<file path="src/rtl/chan_irq_router_pkg.sv">
package chan_irq_router_pkg;
  localparam int CH_W       = 5;
  localparam int NUM_CH     = 32;
  localparam int NUM_HOST   = 2;
  localparam int ADDR_W     = 8;
  localparam int DATA_W     = 32;
  localparam int FAST_LAST  = 1;

  localparam logic [ADDR_W-1:0] A_GLOBAL  = 8'h00;
  localparam logic [ADDR_W-1:0] A_HOSTALL = 8'h01;
  localparam logic [ADDR_W-1:0] A_HOSTSET = 8'h02;
  localparam logic [ADDR_W-1:0] A_HOSTCLR = 8'h03;
  localparam logic [ADDR_W-1:0] A_MAPBASE = 8'h10;

  localparam logic [DATA_W-1:0] MAP_DEFAULT = 32'h0F0F0F0F;

  typedef enum logic [0:0] {
    HOST_FAST = 1'b0,
    HOST_NORM = 1'b1
  } host_e;

  function automatic int host_ch_lo(int h);
    return (h == int'(HOST_FAST)) ? 0 : FAST_LAST + 1;
  endfunction

  function automatic int host_ch_hi(int h);
    return (h == int'(HOST_FAST)) ? FAST_LAST : NUM_CH - 1;
  endfunction
endpackage

</file>
<file path="src/rtl/chan_irq_router_rstsync.sv">
module chan_irq_router_rstsync #(
  parameter int STAGES = 2
) (
  input  logic clk,
  input  logic rst_n,
  output logic rst_n_sync
);
  logic [STAGES-1:0] sync_q;

  always_ff @(posedge clk or negedge rst_n) begin
    if (!rst_n) sync_q <= '0;
    else        sync_q <= {sync_q[STAGES-2:0], 1'b1};
  end

  assign rst_n_sync = sync_q[STAGES-1];
endmodule

</file>
<file path="src/rtl/chan_irq_router_regs.sv">
module chan_irq_router_regs
  import chan_irq_router_pkg::*;
#(
  parameter int NUM_SRC = 16
) (
  input  logic                    clk,
  input  logic                    rst_n,
  input  logic                    wr_en,
  input  logic [ADDR_W-1:0]       wr_addr,
  input  logic [DATA_W-1:0]       wr_data,
  output logic                    glb_en,
  output logic [NUM_HOST-1:0]     host_en,
  output logic [NUM_SRC*8-1:0]    chan_map
);
  localparam int MAP_WORDS = (NUM_SRC + 3) / 4;

  logic                  glb_en_q, glb_en_d, glb_en_we;
  logic [NUM_HOST-1:0]   host_en_q, host_en_d, host_en_we;
  logic [DATA_W-1:0]     map_q [MAP_WORDS];

  // global enable next state
  always_comb begin
    glb_en_we = wr_en && (wr_addr == A_GLOBAL);
    glb_en_d  = wr_data[0];
  end

  // host enables: full word load, indexed set, indexed clear
  always_comb begin
    host_en_d  = host_en_q;
    host_en_we = 1'b0;
    if (wr_en) begin
      if (wr_addr == A_HOSTALL) begin
        host_en_d  = wr_data[NUM_HOST-1:0];
        host_en_we = 1'b1;
      end else if ((wr_addr == A_HOSTSET) && (wr_data < DATA_W'(NUM_HOST))) begin
        host_en_d[wr_data[$clog2(NUM_HOST)-1:0]] = 1'b1;
        host_en_we = 1'b1;
      end else if ((wr_addr == A_HOSTCLR) && (wr_data < DATA_W'(NUM_HOST))) begin
        host_en_d[wr_data[$clog2(NUM_HOST)-1:0]] = 1'b0;
        host_en_we = 1'b1;
      end
    end
  end

  always_ff @(posedge clk or negedge rst_n) begin
    if (!rst_n) begin
      glb_en_q  <= 1'b0;
      host_en_q <= '0;
    end else begin
      if (glb_en_we)  glb_en_q  <= glb_en_d;
      if (host_en_we) host_en_q <= host_en_d;
    end
  end

  // channel map words, four sources per word
  for (genvar w = 0; w < MAP_WORDS; w++) begin : g_map
    logic map_we;
    assign map_we = wr_en && (wr_addr == ADDR_W'(int'(A_MAPBASE) + w));

    always_ff @(posedge clk or negedge rst_n) begin
      if (!rst_n)      map_q[w] <= MAP_DEFAULT;
      else if (map_we) map_q[w] <= wr_data;
    end
  end

  for (genvar s = 0; s < NUM_SRC; s++) begin : g_flat
    assign chan_map[s*8 +: 8] = map_q[s/4][(s%4)*8 +: 8];
  end

  assign glb_en  = glb_en_q;
  assign host_en = host_en_q;
endmodule

</file>
<file path="src/rtl/chan_irq_router_sel.sv">
module chan_irq_router_sel
  import chan_irq_router_pkg::*;
#(
  parameter int NUM_SRC = 16,
  parameter int CH_LO   = 0,
  parameter int CH_HI   = 1,
  localparam int SRC_W  = $clog2(NUM_SRC)
) (
  input  logic                 clk,
  input  logic                 rst_n,
  input  logic [NUM_SRC-1:0]   pend,
  input  logic [NUM_SRC*8-1:0] chan_map,
  input  logic                 gate,
  output logic                 valid,
  output logic [SRC_W-1:0]     src,
  output logic [CH_W-1:0]      chan
);
  logic              found_d;
  logic [SRC_W-1:0]  best_src;
  logic [CH_W-1:0]   best_ch;
  logic              valid_d;
  logic [SRC_W-1:0]  src_d;
  logic [CH_W-1:0]   chan_d;
  logic              valid_q;
  logic [SRC_W-1:0]  src_q;
  logic [CH_W-1:0]   chan_q;

  // scan upward; strict compare keeps the lowest source on a tie
  always_comb begin
    found_d  = 1'b0;
    best_src = '0;
    best_ch  = '0;
    for (int s = 0; s < NUM_SRC; s++) begin
      logic [7:0] ch;
      ch = chan_map[s*8 +: 8];
      if (pend[s] && (ch >= 8'(CH_LO)) && (ch <= 8'(CH_HI)) &&
          (!found_d || (ch[CH_W-1:0] < best_ch))) begin
        found_d  = 1'b1;
        best_src = SRC_W'(s);
        best_ch  = ch[CH_W-1:0];
      end
    end
    valid_d = found_d && gate;
    src_d   = valid_d ? best_src : '0;
    chan_d  = valid_d ? best_ch  : '0;
  end

  always_ff @(posedge clk or negedge rst_n) begin
    if (!rst_n) begin
      valid_q <= 1'b0;
      src_q   <= '0;
      chan_q  <= '0;
    end else begin
      valid_q <= valid_d;
      src_q   <= src_d;
      chan_q  <= chan_d;
    end
  end

  assign valid = valid_q;
  assign src   = src_q;
  assign chan  = chan_q;
endmodule

</file>
<file path="src/rtl/chan_irq_router.sv">
module chan_irq_router
  import chan_irq_router_pkg::*;
#(
  parameter int NUM_SRC = 16,
  localparam int SRC_W  = $clog2(NUM_SRC)
) (
  input  logic                clk,
  input  logic                rst_n,
  input  logic                wr_en,
  input  logic [ADDR_W-1:0]   wr_addr,
  input  logic [DATA_W-1:0]   wr_data,
  input  logic [NUM_SRC-1:0]  pend_i,
  output logic                fast_valid_o,
  output logic [SRC_W-1:0]    fast_src_o,
  output logic [CH_W-1:0]     fast_chan_o,
  output logic                norm_valid_o,
  output logic [SRC_W-1:0]    norm_src_o,
  output logic [CH_W-1:0]     norm_chan_o
);
  logic                 rst_n_s;
  logic                 glb_en_q;
  logic [NUM_HOST-1:0]  host_en_q;
  logic [NUM_SRC*8-1:0] chan_map;
  logic                 h_valid [NUM_HOST];
  logic [SRC_W-1:0]     h_src   [NUM_HOST];
  logic [CH_W-1:0]      h_chan  [NUM_HOST];

  chan_irq_router_rstsync #(.STAGES(2)) u_rst (
    .clk        (clk),
    .rst_n      (rst_n),
    .rst_n_sync (rst_n_s)
  );

  chan_irq_router_regs #(.NUM_SRC(NUM_SRC)) u_regs (
    .clk      (clk),
    .rst_n    (rst_n_s),
    .wr_en    (wr_en),
    .wr_addr  (wr_addr),
    .wr_data  (wr_data),
    .glb_en   (glb_en_q),
    .host_en  (host_en_q),
    .chan_map (chan_map)
  );

  for (genvar h = 0; h < NUM_HOST; h++) begin : g_host
    chan_irq_router_sel #(
      .NUM_SRC (NUM_SRC),
      .CH_LO   (host_ch_lo(h)),
      .CH_HI   (host_ch_hi(h))
    ) u_sel (
      .clk      (clk),
      .rst_n    (rst_n_s),
      .pend     (pend_i),
      .chan_map (chan_map),
      .gate     (glb_en_q && host_en_q[h]),
      .valid    (h_valid[h]),
      .src      (h_src[h]),
      .chan     (h_chan[h])
    );
  end

  assign fast_valid_o = h_valid[HOST_FAST];
  assign fast_src_o   = h_src[HOST_FAST];
  assign fast_chan_o  = h_chan[HOST_FAST];
  assign norm_valid_o = h_valid[HOST_NORM];
  assign norm_src_o   = h_src[HOST_NORM];
  assign norm_chan_o  = h_chan[HOST_NORM];
endmodule

</file>
<file path="config.mk">
export PLATFORM = sky130hd
export DESIGN_NAME = chan_irq_router
export DESIGN_NICKNAME = d
export VERILOG_FILES = /design/src/rtl/chan_irq_router_pkg.sv /design/src/rtl/chan_irq_router_rstsync.sv /design/src/rtl/chan_irq_router_regs.sv /design/src/rtl/chan_irq_router_sel.sv /design/src/rtl/chan_irq_router.sv
export SDC_FILE = /design/constraint.sdc
export NUM_CORES = 1
export LEC_CHECK = 0
export ABC_AREA = 0
export ABC_CLOCK_PERIOD_IN_PS = 4800
export BUFFER_PORTS_ARGS = -buffer_cell sky130_fd_sc_hd__buf_2
export CORE_ASPECT_RATIO = 1.1
export CORE_MARGIN = 3
export CORE_UTILIZATION = 55
export DETAILED_ROUTE_END_ITERATION = 8
export PLACE_DENSITY = 0.8
export SYNTH_ARGS = -nofsm -noshare
export SYNTH_HDL_FRONTEND = slang
export SYNTH_HIERARCHICAL = 1
export SYNTH_SLANG_ARGS = --single-unit
</file>
<file path="constraint.sdc">
create_clock -name clk -period 4.8 [get_ports clk]
set_clock_uncertainty 0.2 [all_clocks]
set_input_delay 0.96 -clock clk [delete_from_list [all_inputs] [get_ports clk]]
set_output_delay 0.96 -clock clk [all_outputs]
set_load 0.02 [all_outputs]
</file>
# After elaboration in Yosys (flattened, before gate mapping)
# Index checks and enable logic that the tools add are counted.
# totals
regBits,153
word_cells,397
out_inout_bits,20
in_bits,59
# op_classes
n_lt_le_gt_ge,97
reduce_logical,170
bitwise_logic,3
n_eq_ne,7
mux,107
# ops
cell,count
$mux W5,34
$lt A5 B5 Y1,30
$ge A8 B1 Y1 const B,16
$ge A8 B2 Y1 const B,16
$le A8 B1 Y1 const B,16
$le A8 B5 Y1 const B,16
$logic_and A1 B1 Y1,106
$mux W4,18
$mux W1,36
$eq A8 B5 Y1 const B,4
$lt A32 B2 Y1 const B,1
$logic_not A1 Y1,30
$logic_or A1 B1 Y1,30
$mux W3,8
$mux W2,10
$eq A8 B2 Y1 const B,2
$eq A8 B1 Y1 const B,1
$logic_not A8 Y1,1
$reduce_and A3 Y1,1
$reduce_bool A3 Y1,1
$and A2 B2 Y2,1
$lt A1 B2 Y1 const B,1
$not A2 Y2,1
$or A2 B2 Y2,1
other kinds (3),3

# Logic depth before layout (Yosys ltp)
# logic_depth
word_depth,66
depth_mapped,132
ltp_nobuf,129

# Cells and area by module
# Netlist, hierarchy kept.
# by_module_without_submodules
module,area_per_inst_um2,seq_area_each_um2,cells_each,instances
chan_irq_router_regs,5097.4,3358.2,313,1
chan_irq_router_sel (g_host[1].u_sel),4436.8,250.2,604,1
chan_irq_router_sel (g_host[0].u_sel),2829.0,250.2,371,1
chan_irq_router_rstsync,53.8,50.0,3,1
chan_irq_router,12.5,0.0,2,1

# Worst setup path before layout
# No wires, ideal clock.
# synth_timing
path_type,input port to flip-flop
from,input pend_i[0]
to,register g_host[1].u_sel.chan_q[0]
t_required_ns,4.477
setup_ns,0.123
n_path_buf,3
slack_ns,-19.328
t_arrival_ns,23.805
path_stages,127
path_cell_list,nor4b_4 nand2_1 ha_1 a21oi_1 a21boi_0 o31ai_1 nand2_1 o21ai_0 inv_1 ha_1 o21ai_0 a21oi_1 a2bb2oi_1 nor4b_2 nor3_1 or2_2 ha_1 a21oi_1 (+91 left out) a21oi_1 a21oi_4 mux2i_1 ha_1 a21o_1 a21o_1 a21oi_1 a21oi_1 a211o_1 mux2_2 ha_1 a21o_1 a21o_1 a21oi_1 inv_1 a21oi_1 nand2_1 o221a_2
# synth_via
elab_chain_cells,65
elab_cells_between_ends,96
classes_between,order compare (15); mux (33); reduce/logical (48)
# synth_rtl
element,line,rtl
from (decl),chan_irq_router.sv:12,"input logic [NUM_SRC-1:0] pend_i,"
$logic_and A1 B1 Y1 (*) (2 in series),chan_irq_router_sel.sv:36,if (pend[s] && (ch >= 8'(CH_LO)) && (ch <= 8'(CH_HI)) &&
$mux W5 / $mux W1 (equally long branches),chan_irq_router_sel.sv:36,
$lt A5 B5 Y1 / $logic_not A1 Y1 (equally long branches),chan_irq_router_sel.sv:37,(!found_d || (ch[CH_W-1:0] < best_ch))) begin
$logic_or A1 B1 Y1,chan_irq_router_sel.sv:37,
$logic_and A1 B1 Y1,chan_irq_router_sel.sv:36,
$mux W5 / $mux W1 (equally long branches),chan_irq_router_sel.sv:36,
$lt A5 B5 Y1 / $logic_not A1 Y1 (equally long branches),chan_irq_router_sel.sv:37,
$logic_or A1 B1 Y1,chan_irq_router_sel.sv:37,
(+49 left out),n/a,
$mux W5 / $mux W1 (equally long branches),chan_irq_router_sel.sv:36,
$lt A5 B5 Y1 / $logic_not A1 Y1 (equally long branches),chan_irq_router_sel.sv:37,
$logic_or A1 B1 Y1,chan_irq_router_sel.sv:37,
$logic_and A1 B1 Y1,chan_irq_router_sel.sv:36,
$mux W1,chan_irq_router_sel.sv:36,
$logic_and A1 B1 Y1,chan_irq_router_sel.sv:43,valid_d = found_d && gate;
$mux W5 (*),chan_irq_router_sel.sv:45,chan_d = valid_d ? best_ch : '0;
net g_host[1].u_sel.chan_d[0],chan_irq_router_sel.sv:23,logic [CH_W-1:0] chan_d;
to (signal assigned),chan_irq_router_sel.sv:56,chan_q <= chan_d;
to (decl),chan_irq_router_sel.sv:26,logic [CH_W-1:0] chan_q;
# The timed path passes the listed nets; every way through them passes the cells marked *.
# A chain may end at the register's enable or synchronous reset.

# Final worst setup path
# layout_timing
from,input pend_i[0]
to,register g_host[1].u_sel.src_q[0]
# layout_via
elab_chain_cells,65
elab_cells_between_ends,110
classes_between,order compare (15); mux (47); reduce/logical (48)
# layout_rtl
element,line,rtl
$logic_and A1 B1 Y1 (*) (2 in series),chan_irq_router_sel.sv:36,
$mux W5 / $mux W1 (equally long branches),chan_irq_router_sel.sv:36,
$lt A5 B5 Y1 / $logic_not A1 Y1 (equally long branches),chan_irq_router_sel.sv:37,
$logic_or A1 B1 Y1,chan_irq_router_sel.sv:37,
$logic_and A1 B1 Y1,chan_irq_router_sel.sv:36,
$mux W5 / $mux W1 (equally long branches),chan_irq_router_sel.sv:36,
$lt A5 B5 Y1 / $logic_not A1 Y1 (equally long branches),chan_irq_router_sel.sv:37,
$logic_or A1 B1 Y1,chan_irq_router_sel.sv:37,
(+49 left out),n/a,
$mux W5 / $mux W1 (equally long branches),chan_irq_router_sel.sv:36,
$lt A5 B5 Y1 / $logic_not A1 Y1 (equally long branches),chan_irq_router_sel.sv:37,
$logic_or A1 B1 Y1,chan_irq_router_sel.sv:37,
$logic_and A1 B1 Y1,chan_irq_router_sel.sv:36,
$mux W1,chan_irq_router_sel.sv:36,
$logic_and A1 B1 Y1,chan_irq_router_sel.sv:43,
$mux W4 (*),chan_irq_router_sel.sv:44,src_d = valid_d ? best_src : '0;
net g_host[1].u_sel.src_d[0],chan_irq_router_sel.sv:22,logic [SRC_W-1:0] src_d;
to (signal assigned),chan_irq_router_sel.sv:55,src_q <= src_d;
to (decl),chan_irq_router_sel.sv:25,logic [SRC_W-1:0] src_q;
# Marked as above.

==> out/results.txt <==
final worst slack: -18590 ps
vias after detailed routing: 15.00k
DR vias/cell: 6.795
post-synthesis sequential area ratio: 31.45%
final hold slack: 93.04 ps
area delta synth->final: 49.38%
ys async rst share: 100.0%
Leak: 9.022 nW
total wire length: 56010 um
root buffer cell: clkbuf_16
largest net degree at the start of global routing: 71
Routed Antenna Nets: 0
Crit path buffers/inverters: 13
Slew HR: 21.30%
Wirelength per Cell: 25.38 um
Worst setup SP type: primary input
TritonCTS Sinks: 153
starting density of the core: 56.04%
status: complete, but fails checks
Max Slew Vio Count: 0
f_max: 0.04275 GHz
clk_lat worst skew: 440 ps
Post-Synthesis Cell Area: 12430 um^2
final hold viol count: 0
Core Area: 22180 um^2
vias in the first global route: 14.53k
Worst path slowest cell: o41ai_4
total power: 6.629 mW
crit path max fanout: 6
number of synthesized flops with an enable pin: 0
Clock Path Buffers: 2
# setup viols final: 15
Post-Synthesis Cells: 1293
reg-to-reg slack, setup: -18510 ps
maxcap violations: 0
io pins: 79
Most Frequent Cell on Critical Path: ha_4
CTS tree: done
critical path capture point type: flop
Synth Flop Type: dfrtp_1
CTS clk-pin slew, worst paths: 70 ps
max incr delay on CP: 560 ps
unrepaired setup endpoints after global routing: true
top cells by count, synth: 94 x ha_1, 94 x nand2_1, 89 x dfrtp_1, 80 x a21oi_1, 79 x nor2_1
Critical Path RT: 4960 ps
CTS Hold Buffers Added: 0
First-pass DRT Iterations: 7
First DRT Iteration DRCs: 1912
flops & latches, synth: 153
Synth Warn #: 6
DPL Wire Length: 33530 um
pwr dens: 357.0 nW/um^2
all-layer global routing usage: 40.75%
top cells by area, synth: dfrtp_1 18%, dfstp_2 14%, ha_1 9.5%
CTS H-tree lvls: 4
Total Die Area: 24440 um^2
fraction of layout cells with a size suffix above 1: 47.77%
global-route wire length before repair: 77050 um
final critical-path share of the clock period: 487.3%
initial antenna violation count: 5
Avg Cell Area, Syn: 9.613 um^2
crit path DAT: 23550 ps
min cycle time layout: 23390 ps
area share of the leading cell type in the synthesized netlist: 17.92%
delay-heaviest family, CP: compound AO/OA/AOI/OAI gates
DRC viols: 0
die width: 149.3 um
# port buffers: 78
critical path class: in2reg
final net count: 2047
Final GP Congestion: 1.029
failing checks: setup timing
actual slew at the worst max-slew pin: 1165 ps
Die Y-Extent: 163.7 um
Hold Path Class: in2async
aggregate global routing overflow: 0
CTS buffer count: 17
Peak supply drop: 0.2746 mV
leading area contributor after synthesis: dfrtp_1
fill count: 1082
Unique masters post-synth: 116
row count: 57
kinds of logic (layout without fill, tap and decap cells):
family | count (synthesis) | after routing | synth area share [%]
multiplexers | 155 | 155 | 13.96
AND/OR/NAND/NOR | 417 | 417 | 19.06
other | 3 | 56 | 0.09059
AO/OA/AOI/OAI | 383 | 383 | 22.70
XOR/XNOR | 4 | 4 | 0.3423
flip-flops | 153 | 153 | 31.45
buffers and inverters | 82 | 648 | 2.778
adder cells (fa/ha/maj) | 96 | 96 | 9.624
placed cells by master, fill, tap and decap left out, types with 11 or more instances in the layout:
cell type and count:
a211o_1 15, a21o_1 27, a21oi_1 60, a21oi_2 18
a31oi_1 16, and2_1 13, buf_2 77, buf_4 473
clkbuf_16 17, conb_1 51, dfrtp_1 88, dfstp_2 64
ha_1 66, ha_4 26, inv_1 50, mux2_1 77
mux2_2 54, nand2_1 87, nand2b_1 15, nand3_1 22
nand4_1 18, nor2_1 74, nor3_1 28, nor4_1 34
nor4b_1 23, o211ai_1 11, o21a_1 15, o21ai_0 38
o21ai_1 13, o21ai_2 13, o41ai_1 11
state kept, by name, indices dropped and copies added, names as in the netlist, named ones only:
register            cells
g_host.u_sel/src        8
g_host.u_sel/valid      2
g_host.u_sel/chan      10
u_regs/chan_map       128
u_rst/sync_q            2
u_regs/glb_en           1
worst register-to-register path: cells and delay by family, from the launching register on:
family / cells / cell delay, ps
AOI/OAI and AO/OA: 59 / 10410
adders and majority gates: 15 / 3560
buffers and inverters: 12 / 1280
DFF: 1 / 420
muxes: 10 / 3190
and+or+nand+nor: 28 / 4160
per-layer routing:
| layer | global-route usage, % | wire length (um) | up-vias |
|---|---|---|---|
| met5 | 0 | 46 | - |
| met1 | 47.66 | 19450 | 7118 |
| met2 | 65.03 | 24850 | 1216 |
| met4 | 31.42 | 5385 | 4 |
| li1 | - | - | 6194 |
| met3 | 8.796 | 6282 | 465 |
metrics by stage:
stage / TNS (ps) / setup slack (ps) / util, % / area, um^2 / std cells
6_report: -168490 / -18590 / 83.71 / 18570 / 2207
5_1_grt: -175430 / -19210 / 83.65 / 18550 / 2202
4_1_cts: -150750 / -16770 / 80.70 / 17900 / 2170
3_5_place_dp: -164270 / -18130 / 74.05 / 16420 / 2072
3_3_place_gp: -156630 / -17280 / 74.05 / 16420 / 2072
2_1_floorplan: -154770 / -17330 / - / 12920 / 1341
timing repair:
item	in CTS	in global routing
setup buffers	67	32
gates resized for setup	73	75
setup endpoints to repair	15	15
pin swaps	54	63
where the power goes:
| group | leakage (nW) | switching [mW] | internal, mW |
|---|---|---|---|
| clock network | 0.287 | 0.611 | 0.817 |
| registers | 1.88 | 0.0721 | 1.37 |
| logic | 6.86 | 1.91 | 1.85 |
| total | 9.02 | 2.59 | 4.03 |
worst paths after layout:
check / from / to / cells after the start
worst max-delay path: pend_i[0] / g_host[1].u_sel/src[0]$_DFF_PN0_ / 125
worst min-delay path: rst_n / u_rst/sync_q[1]$_DFF_PN0_ / 1
worst max register to register: u_regs/chan_map[5]$_DFFE_PN0P_ / g_host[1].u_sel/src[0]$_DFF_PN0_ / 124
worst min register to register: u_rst/sync_q[0]$_DFF_PN0_ / u_rst/sync_q[1]$_DFF_PN0_ / 0
max in group asynchronous: u_rst/sync_q[1]$_DFF_PN0_ / u_regs/chan_map[72]$_DFFE_PN1P_ / 1
min in group clk: u_rst/sync_q[0]$_DFF_PN0_ / u_rst/sync_q[1]$_DFF_PN0_ / 0
cell type report:
cell class / count / area [um^2] / share of cell area [%]
antenna: 5 / 12.51 / 0.06739
clock buffer: 21 / 470.5 / 2.534
clock inverter: 11 / 135.1 / 0.7278
inverter: 57 / 214.0 / 1.152
multi-input combinational: 1106 / 9407 / 50.66
sequential: 153 / 3913 / 21.07
tap: 295 / 369.1 / 1.988
timing repair buffer: 559 / 4046 / 21.79
Power figures use the tool's default switching activity.
